$ cat src/rtl/dram_route_pkg.sv
package dram_route_pkg;

   // Field positions inside a configuration word
   localparam int RD_EN_BIT = 0;
   localparam int WR_EN_BIT = 1;
   localparam int ILV_LSB   = 8;
   localparam int ILV_W     = 3;
   localparam int NODE_LSB  = 0;

   // Turns an interleave code into the mask of compared address bits.
   // Reserved codes fall back to no interleave.
   function automatic logic [ILV_W-1:0] ilv_mask(input logic [ILV_W-1:0] code);
      logic [ILV_W-1:0] m;
      case (code)
         3'b001:  m = 3'b001;
         3'b011:  m = 3'b011;
         3'b111:  m = 3'b111;
         default: m = 3'b000;
      endcase
      return m;
   endfunction

endpackage

$ cat src/rtl/dram_range_regs.sv
module dram_range_regs
   import dram_route_pkg::*;
#(
   parameter int NUM     = 8,
   parameter int DATA_W  = 32,
   parameter int RANGE_W = 16,
   parameter int NODE_W  = 3,
   localparam int IDX_W  = $clog2(NUM)
) (
   input  logic                           clk,
   input  logic                           rst_n,
   input  logic                           wr_en,
   input  logic                           wr_limit,
   input  logic [IDX_W-1:0]               wr_idx,
   input  logic [DATA_W-1:0]              wr_data,
   output logic [NUM-1:0][RANGE_W-1:0]    lo_bound,
   output logic [NUM-1:0][RANGE_W-1:0]    hi_bound,
   output logic [NUM-1:0]                 rd_ok,
   output logic [NUM-1:0]                 wr_ok,
   output logic [NUM-1:0][ILV_W-1:0]      ilv_code,
   output logic [NUM-1:0][ILV_W-1:0]      ilv_sel,
   output logic [NUM-1:0][NODE_W-1:0]     node_id
);

   localparam int BOUND_LSB = DATA_W - RANGE_W;

   for (genvar r = 0; r < NUM; r++) begin : g_win
      logic [RANGE_W-1:0] lo_q, hi_q;
      logic               rd_q, wr_q;
      logic [ILV_W-1:0]   code_q, sel_q;
      logic [NODE_W-1:0]  node_q;
      logic               hit_idx;

      assign hit_idx = wr_en && (wr_idx == IDX_W'(r));

      always_ff @(posedge clk or negedge rst_n) begin
         if (!rst_n) begin
            lo_q   <= '0;
            rd_q   <= 1'b0;
            wr_q   <= 1'b0;
            code_q <= '0;
         end else if (hit_idx && !wr_limit) begin
            lo_q   <= wr_data[BOUND_LSB +: RANGE_W];
            rd_q   <= wr_data[RD_EN_BIT];
            wr_q   <= wr_data[WR_EN_BIT];
            code_q <= wr_data[ILV_LSB +: ILV_W];
         end
      end

      always_ff @(posedge clk or negedge rst_n) begin
         if (!rst_n) begin
            hi_q   <= '0;
            sel_q  <= '0;
            node_q <= '0;
         end else if (hit_idx && wr_limit) begin
            hi_q   <= wr_data[BOUND_LSB +: RANGE_W];
            sel_q  <= wr_data[ILV_LSB +: ILV_W];
            node_q <= wr_data[NODE_LSB +: NODE_W];
         end
      end

      assign lo_bound[r] = lo_q;
      assign hi_bound[r] = hi_q;
      assign rd_ok[r]    = rd_q;
      assign wr_ok[r]    = wr_q;
      assign ilv_code[r] = code_q;
      assign ilv_sel[r]  = sel_q;
      assign node_id[r]  = node_q;
   end

endmodule

$ cat src/rtl/dram_range_match.sv
module dram_range_match
   import dram_route_pkg::*;
#(
   parameter int RANGE_W = 16
) (
   input  logic [RANGE_W-1:0] upper,
   input  logic [ILV_W-1:0]   low_bits,
   input  logic               is_write,
   input  logic [RANGE_W-1:0] lo_bound,
   input  logic [RANGE_W-1:0] hi_bound,
   input  logic               rd_ok,
   input  logic               wr_ok,
   input  logic [ILV_W-1:0]   code,
   input  logic [ILV_W-1:0]   sel,
   output logic               hit
);

   logic in_range, perm, ilv_pass;
   logic [ILV_W-1:0] mask;

   always_comb begin
      mask     = ilv_mask(code);
      in_range = (upper >= lo_bound) && (upper <= hi_bound);
      perm     = is_write ? wr_ok : rd_ok;
      ilv_pass = ((low_bits ^ sel) & mask) == '0;
      hit      = in_range && perm && ilv_pass;
   end

endmodule

$ cat src/rtl/dram_hit_pick.sv
module dram_hit_pick #(
   parameter int NUM    = 8,
   parameter int NODE_W = 3
) (
   input  logic [NUM-1:0]             hits,
   input  logic [NUM-1:0][NODE_W-1:0] nodes,
   output logic [NUM-1:0]             grant,
   output logic                       any,
   output logic [NODE_W-1:0]          node
);

   always_comb begin
      grant = '0;
      node  = '0;
      for (int i = NUM - 1; i >= 0; i--) begin
         if (hits[i]) begin
            grant    = '0;
            grant[i] = 1'b1;
            node     = nodes[i];
         end
      end
      any = |hits;
   end

endmodule

$ cat src/rtl/dram_node_router.sv
module dram_node_router
   import dram_route_pkg::*;
#(
   parameter int NUM       = 8,
   parameter int ADDR_W    = 40,
   parameter int RANGE_LSB = 24,
   parameter int ILV_ALSB  = 12,
   parameter int DATA_W    = 32,
   parameter int NODE_W    = 3,
   parameter bit OUT_REG   = 1'b1,
   localparam int IDX_W    = $clog2(NUM),
   localparam int RANGE_W  = ADDR_W - RANGE_LSB
) (
   input  logic              clk,
   input  logic              rst_n,
   input  logic              cfg_we,
   input  logic              cfg_is_limit,
   input  logic [IDX_W-1:0]  cfg_idx,
   input  logic [DATA_W-1:0] cfg_wdata,
   input  logic              req_valid,
   input  logic              req_write,
   input  logic [ADDR_W-1:0] req_addr,
   output logic              rsp_valid,
   output logic              rsp_hit,
   output logic              rsp_miss,
   output logic [NODE_W-1:0] rsp_node
);

   // Elaboration checks on the parameter set
   if (NUM < 2) begin : g_bad_num
      $error("NUM must be at least 2");
   end
   if (RANGE_W > DATA_W - (ILV_LSB + ILV_W)) begin : g_bad_range
      $error("bound field overlaps the low control fields");
   end
   if (ILV_ALSB + ILV_W > RANGE_LSB) begin : g_bad_ilv
      $error("interleave bits must lie below the compared range");
   end
   if (NODE_W > ILV_LSB) begin : g_bad_node
      $error("node field overlaps the interleave select");
   end

   logic [NUM-1:0][RANGE_W-1:0] lo_bound, hi_bound;
   logic [NUM-1:0]              rd_ok, wr_ok;
   logic [NUM-1:0][ILV_W-1:0]   ilv_code, ilv_sel;
   logic [NUM-1:0][NODE_W-1:0]  node_id;
   logic [NUM-1:0]              hit_vec, grant;
   logic                        any_hit;
   logic [NODE_W-1:0]           win_node;
   logic [RANGE_W-1:0]          upper;
   logic [ILV_W-1:0]            low_bits;

   assign upper    = req_addr[RANGE_LSB +: RANGE_W];
   assign low_bits = req_addr[ILV_ALSB +: ILV_W];

   dram_range_regs #(
      .NUM(NUM), .DATA_W(DATA_W), .RANGE_W(RANGE_W), .NODE_W(NODE_W)
   ) u_regs (
      .clk(clk), .rst_n(rst_n),
      .wr_en(cfg_we), .wr_limit(cfg_is_limit), .wr_idx(cfg_idx), .wr_data(cfg_wdata),
      .lo_bound(lo_bound), .hi_bound(hi_bound), .rd_ok(rd_ok), .wr_ok(wr_ok),
      .ilv_code(ilv_code), .ilv_sel(ilv_sel), .node_id(node_id)
   );

   for (genvar r = 0; r < NUM; r++) begin : g_match
      dram_range_match #(.RANGE_W(RANGE_W)) u_match (
         .upper(upper), .low_bits(low_bits), .is_write(req_write),
         .lo_bound(lo_bound[r]), .hi_bound(hi_bound[r]),
         .rd_ok(rd_ok[r]), .wr_ok(wr_ok[r]),
         .code(ilv_code[r]), .sel(ilv_sel[r]), .hit(hit_vec[r])
      );


      rd_gate_chk: assert property (@(posedge clk) disable iff (!rst_n)
         (req_valid && !req_write && !rd_ok[r]) |-> !hit_vec[r]);

      wr_gate_chk: assert property (@(posedge clk) disable iff (!rst_n)
         (req_valid && req_write && !wr_ok[r]) |-> !hit_vec[r]);

      range_gate_chk: assert property (@(posedge clk) disable iff (!rst_n)
         (upper < lo_bound[r] || upper > hi_bound[r]) |-> !hit_vec[r]);
   end

   dram_hit_pick #(.NUM(NUM), .NODE_W(NODE_W)) u_pick (
      .hits(hit_vec), .nodes(node_id), .grant(grant), .any(any_hit), .node(win_node)
   );


   one_winner_chk: assert property (@(posedge clk) disable iff (!rst_n)
      $onehot0(grant) && ((grant & ~hit_vec) == '0));

   logic              nx_hit, nx_miss;
   logic [NODE_W-1:0] nx_node;

   always_comb begin
      nx_hit  = req_valid && any_hit;
      nx_miss = req_valid && !any_hit;
      nx_node = nx_hit ? win_node : '0;
   end

   if (OUT_REG) begin : g_reg_out
      always_ff @(posedge clk or negedge rst_n) begin
         if (!rst_n) begin
            rsp_valid <= 1'b0;
            rsp_hit   <= 1'b0;
            rsp_miss  <= 1'b0;
            rsp_node  <= '0;
         end else begin
            rsp_valid <= req_valid;
            rsp_hit   <= nx_hit;
            rsp_miss  <= nx_miss;
            rsp_node  <= nx_node;
         end
      end


      latency_chk: assert property (@(posedge clk) disable iff (!rst_n)
         req_valid |=> rsp_valid);
   end else begin : g_comb_out
      assign rsp_valid = req_valid;
      assign rsp_hit   = nx_hit;
      assign rsp_miss  = nx_miss;
      assign rsp_node  = nx_node;
   end


   idle_quiet_chk: assert property (@(posedge clk) disable iff (!rst_n)
      !rsp_valid |-> (!rsp_hit && !rsp_miss && rsp_node == '0));

   hit_miss_excl_chk: assert property (@(posedge clk) disable iff (!rst_n)
      rsp_valid |-> (rsp_hit != rsp_miss));

   miss_node_chk: assert property (@(posedge clk) disable iff (!rst_n)
      rsp_miss |-> (rsp_node == '0));

endmodule

$ cat config.mk
export PLATFORM = sky130hd
export DESIGN_NAME = dram_node_router
export DESIGN_NICKNAME = d
export VERILOG_FILES = /design/src/rtl/dram_route_pkg.sv /design/src/rtl/dram_range_regs.sv /design/src/rtl/dram_range_match.sv /design/src/rtl/dram_hit_pick.sv /design/src/rtl/dram_node_router.sv
export SDC_FILE = /design/constraint.sdc
export NUM_CORES = 1
export LEC_CHECK = 0
export BUFFER_PORTS_ARGS = -buffer_cell sky130_fd_sc_hd__buf_4
export CAP_MARGIN = 20
export CORE_MARGIN = 1
export CORE_UTILIZATION = 50
export CTS_CLUSTER_SIZE = 28
export DETAILED_ROUTE_END_ITERATION = 8
export GPL_ROUTABILITY_DRIVEN = 0
export PLACE_DENSITY_LB_ADDON = 0.1
export SYNTH_ARGS = -nofsm -noshare
export SYNTH_HDL_FRONTEND = slang
export SYNTH_SLANG_ARGS = --single-unit
$ cat constraint.sdc
create_clock -name clk -period 7.5 [get_ports clk]
set_clock_uncertainty 0.2 [all_clocks]
set_input_delay 0.75 -clock clk [delete_from_list [all_inputs] [get_ports clk]]
set_output_delay 0.75 -clock clk [all_outputs]
set_load 0.02 [all_outputs]
Yosys cells after proc, flatten, opt, wreduce, memory -nomap -nowiden

Cells that the tools add are included.

Eq/ne operators: 31
Reduce and logical (&&, ||, !) cells: 62
Multiplexer cells: 25
$lt $le $gt $ge: 16
Bitwise logic cells: 16

Operators with widths:

| cell                                                            | count |
|---|---|
| 16-bit greater-or-equal comparator                              | 8 |
| 16-bit <= comparator                                            | 8 |
| 3-bit one-hot mux with 3 select lines                           | 8 |
| 1-bit logical AND                                               | 50 |
| 3-bit == test, second input constant                            | 12 |
| 3-bit by 2-bit == test with 1-bit output, second input constant | 10 |
| 3-bit by 1-bit == test with 1-bit output, second input constant | 9 |
| 3-bit logical NOT                                               | 9 |
| 3-bit 2-to-1 mux                                                | 9 |
| 3-bit bitwise AND                                               | 8 |
| 3-bit XOR                                                       | 8 |
| 1-bit 2-to-1 mux                                                | 8 |
| 8-bit OR reduction                                              | 1 |
| 1-bit logical NOT                                               | 2 |

Input bits: 81
Register bits after elaboration: 350

Longest topological paths before layout

Word-level depth: 14
Depth in mapped cells: 11

Hierarchy

Synthesis repeated with hierarchy kept, for this count alone.

Cells, all modules: 1799
Area total of the unflattened synthesis: 20748.6 um^2

By module, submodules not included:

| module           | cells each | times used | area an instance (um^2) | seq. area each (um^2) |
|---|---|---|---|---|
| dram_range_regs  | 785        | 1          | 13107.6                 | 8608.3 |
| dram_range_match | 119        | 8          | 892.1                   | 0.0 |
| dram_hit_pick    | 51         | 1          | 322.8                   | 0.0 |
| dram_node_router | 11         | 1          | 181.4                   | 150.1 |

Least setup slack after synthesis

No wires, ideal clock.

Kind: input -> register
Start: input req_addr[24]
End: register rsp_node[0]
Cell stages on the path: 11
Slack: 3966 ps
Required time: 7157 ps
Path buffers: 0
Setup time: 143 ps
Arrival: 3190 ps
Cell sequence: inv_1 ha_1 nand2b_1 a31oi_1 o21ai_1 a2111o_1 nand3_2 a211oi_4 or3b_4 o41ai_4 a221oi_1

Cells in the longest elaborated chain, start to end: 13
Elaborated cells on any way between the ends: 51

Ends and longest elaborated chain:

| element                                                                    | line                    | source |
|---|---|---|
| start: declaration                                                         | dram_node_router.sv:22  | `input logic [ADDR_W-1:0] req_addr,` |
| 16-bit greater-or-equal comparator or 16-bit <= comparator (tied branches) | dram_range_match.sv:23  | `in_range = (upper >= lo_bound) && (upper <= hi_bound);` |
| 1-bit logical AND                                                          | dram_range_match.sv:23  |  |
| 1-bit logical AND (2 in series)                                            | dram_range_match.sv:26  | `hit = in_range && perm && ilv_pass;` |
| 3-bit 2-to-1 mux (8 in series)                                             | dram_hit_pick.sv:16     | `if (hits[i]) begin` |
| 3-bit 2-to-1 mux *                                                         | dram_node_router.sv:98  | `nx_node = nx_hit ? win_node : '0;` |
| net nx_node[0]                                                             | dram_node_router.sv:93  | `logic [NODE_W-1:0] nx_node;` |
| end signal: assignment                                                     | dram_node_router.sv:112 | `rsp_node <= nx_node;` |
| end: declaration                                                           | dram_node_router.sv:26  | `output logic [NODE_W-1:0] rsp_node` |

The timed path passes the listed nets; every way through them passes the cells marked *.
A chain may end at the register's enable or synchronous reset.

Worst setup path after layout

Start: input req_addr[24]
End: register rsp_node[2]

Same word-level chain as after synthesis.

==> flow_metrics.py <==
metrics = {
    "setup_path": {
        "crit_chain": "buf_4 -> inv_1 -> ha_1 -> nand2b_1 -> a21o_1 -> a211oi_1 -> o31ai_1 -> a221oi_1 -> a211oi_4 -> a31oi_1 -> a211o_1 -> a221oi_1",
        "r2r.worst_path.cells": 10,
        "r2r_slack_ns": 4.20,
        "path_common_cell": "a221oi_1",
        "r2r_start": "u_regs.g_win[7].lo_q[0]",
        "crit_type": "in2reg",
        "slowest_delay_ns": 0.66,
        "cp-start-kind": "input pin",
        "path_max_fanout": 16,
        "crit_required_ns": 7.72,
        "reg2reg_to": "rsp_node[2]",
        "cpMaxStageDelayCell": "inv_1",
        "end_kind": "register",
        "arrival_ns": 4.13,
    },
    "layout": {
        "fill_cells": 3419,
        "finish.instance_area_um2": 22100,
        "nets": 2295,
        "n_antenna_cell": 0,
        "layout_commonest_cell": "dfrtp_1",
        "seqCellArea_um2": 8760,
        "synthToLayoutAreaGrowth_pct": 11.4,
        "drive_gt1_frac": 0.183,
        "final_cell_mix": "dfrtp_1, inv_1, ha_1, mux2_2, nand2_1",
        "multiInputGateArea_um2": 9880,
    },
    "placed_design": {
        "io_buffers": 55,
        "dp_hpwl_um": 32300,
        "dpl_cell_area_um2": 20800,
        "pre_cts_slack_ns": 2.97,
    },
    "timing": {
        "holdWs_ns": 0.167,
        "rsz0062_at_grt": "false",
        "layout_setup_ws_ns": 3.60,
        "slew_headroom": 0.257,
        "worstMarginPinSlew_ns": 1.11,
        "slew_violations": 0,
        "period_share": 0.520,
        "period_needed_ns": 3.90,
        "fin_tns_setup_ns": 0,
        "setup_violations": 0,
        "fmaxAchievable_mhz": 256,
        "hold_viol": 0,
    },
    "route": {
        "wl_per_cell_um": 19.8,
        "vias": 14009,
        "via_per_inst": 5.60,
        "drt-total-wl_um": 49600,
        "drt_iter0_drc": 677,
        "antenna_left": 0,
        "dr.pass1.iters": 5,
        "drc": 0,
    },
    "logic_synthesis": {
        "synth_seq_area_share": 0.440,
        "postSynthAreaPerCell_um2": 10.4,
        "synth-main-ff-cell": "dfrtp_1",
        "synthArstFlopShare": 1.00,
        "syn_inst": 1915,
        "ys_seq_elements": 350,
        "synth_nets": 2252,
        "synth_edf_count": 0,
        "synth_cell_types": 58,
        "yosysWarnings": 0,
        "netlist_area_um2": 19900,
    },
    "global_routing": {
        "grtUsageTotal": 0.255,
        "grt_pass1_vias": 14393,
        "grt-ovfl-total": 0,
        "grt_max_degree": 145,
        "grt_pass1_wl_um": 80000,
        "antenna_found_initial": 0,
    },
    "clock_network": {
        "htreeDepth": 2,
        "clock_latency_ns": 0.54,
        "cts_buffers": 40,
        "clk_pin_slew_ns": 0.06,
        "clock_sinks": 350,
        "cts_setup_buffers": 0,
        "cts-resized-gates": 0,
        "clockBufferDepth": 3,
        "cts-root-buf": "clkbuf_16",
        "cts_tree": "yes",
    },
    "worst_hold_path": {
        "hp-start": "req_valid",
        "worstHoldEndpoint": "rsp_valid",
        "worst_hold_path_type": "in2reg",
        "hold_depth": 1,
    },
    "pwr": {
        "power.total_mw": 6.06,
        "power.density_nw_per_um2": 274,
        "power_leakage_nw": 10.6,
        "ir_drop_mv": 0.220,
    },
    "floorplanning": {
        "die_h_um": 201,
        "fp.dieArea_um2": 40600,
        "io_pins": 87,
        "core_area_um2": 38900,
        "fp.dieW_um": 201,
        "start_util": 0.511,
        "rows": 72,
    },
    "run_status": {
        "status": "finished, final reports clean",
    },
    "run": {
        "max_cap_viol_count": 0,
    },
}
==> how the worst max path moves through the flow <==
stage | start | slack (ns) | to
2_1_floorplan | req_addr[24] | 3.97 | rsp_node[0]
3_3_place_gp | req_addr[24] | 2.97 | rsp_node[2]
3_5_place_dp | req_addr[24] | 2.97 | rsp_node[1]
4_1_cts | req_addr[24] | 3.52 | rsp_node[1]
5_1_grt | req_addr[24] | 3.41 | rsp_node[1]
6_report | req_addr[24] | 3.60 | rsp_node[2]
==> synthesized netlist by cell type, types with 14 or more instances <==
library cell / n / area (µm²)
o211ai_1: 14 / 105
nor2_1: 42 / 158
nand3_1: 19 / 95.1
dfrtp_1: 350 / 8760
inv_1: 266 / 998
nand4_1: 36 / 225
nor3_1: 14 / 70.1
o21ai_0: 168 / 841
ha_1: 256 / 3200
clkbuf_1: 59 / 221
a211oi_1: 20 / 150
a21o_1: 19 / 143
mux2_2: 219 / 2470
nor2b_1: 14 / 87.6
a21oi_1: 80 / 400
nand2_1: 178 / 668
==> area by class of cell <==
class                      count  share of cell area
clock inverter                 8             0.00407
multi-input combinational   1229               0.446
tap                          518              0.0293
inverter                     266              0.0451
timing repair buffer          71              0.0269
sequential                   350               0.395
clock buffer                  59              0.0530
==> cell families (layout without fill, tap and decap cells) <==
group           after synthesis  in the layout  share of synthesized area
buf+inv                     336            404                     0.0641
simple gates                347            347                     0.0814
compound gates              375            375                      0.114
xor+xnor                     21             21                    0.00925
flops                       350            350                      0.440
fa+ha+maj                   256            256                      0.161
mux                         230            230                      0.130
==> worst max-delay path: cells and delay by family <==
kind	cells	cell delay, ns
AO/OA/AOI/OAI	8	2.26
adder cells (fa/ha/maj)	1	0.25
AND/OR/NAND/NOR	1	0.09
buffers and inverters	2	0.77
==> metrics by stage <==
stage | cells | utilization
after floorplan | 1915 | -
final | 2501 | 0.569
after detailed placement | 2432 | 0.536
after global placement | 2431 | 0.535
after CTS | 2500 | 0.568
after global routing | 2501 | 0.569
==> registers in the layout (all words and copies together) (netlist names) <==
name / flops
rsp_miss: 1
u_regs.g_win.sel_q: 24
rsp_hit: 1
u_regs.g_win.rd_q: 8
u_regs.g_win.wr_q: 8
rsp_node: 3
rsp_valid: 1
u_regs.g_win.code_q: 24
u_regs.g_win.lo_q: 128
u_regs.g_win.node_q: 24
u_regs.g_win.hi_q: 128
==> repair_timing <==
| item | CTS | global route |
|---|---|---|
| hold endpoints to repair | 62 | 0 |
| setup endpoints to repair | 0 | 0 |
| hold buffers | 1 | 0 |
==> report_power, final <==
group,internal [mW],switching (mW),leakage (nW),total [mW]
clock network,1.14,0.766,0.626,1.91
logic,0.748,0.886,5.75,1.63
registers,2.33,0.183,4.25,2.52
total,4.22,1.83,10.6,6.06
==> layer usage <==
layer  track usage  routed length (µm)
met5             0                   0
met4        0.0915                1660
met3        0.0305                1790
met2         0.420               22900
met1         0.348               23300
Power figures use the tool's default switching activity.
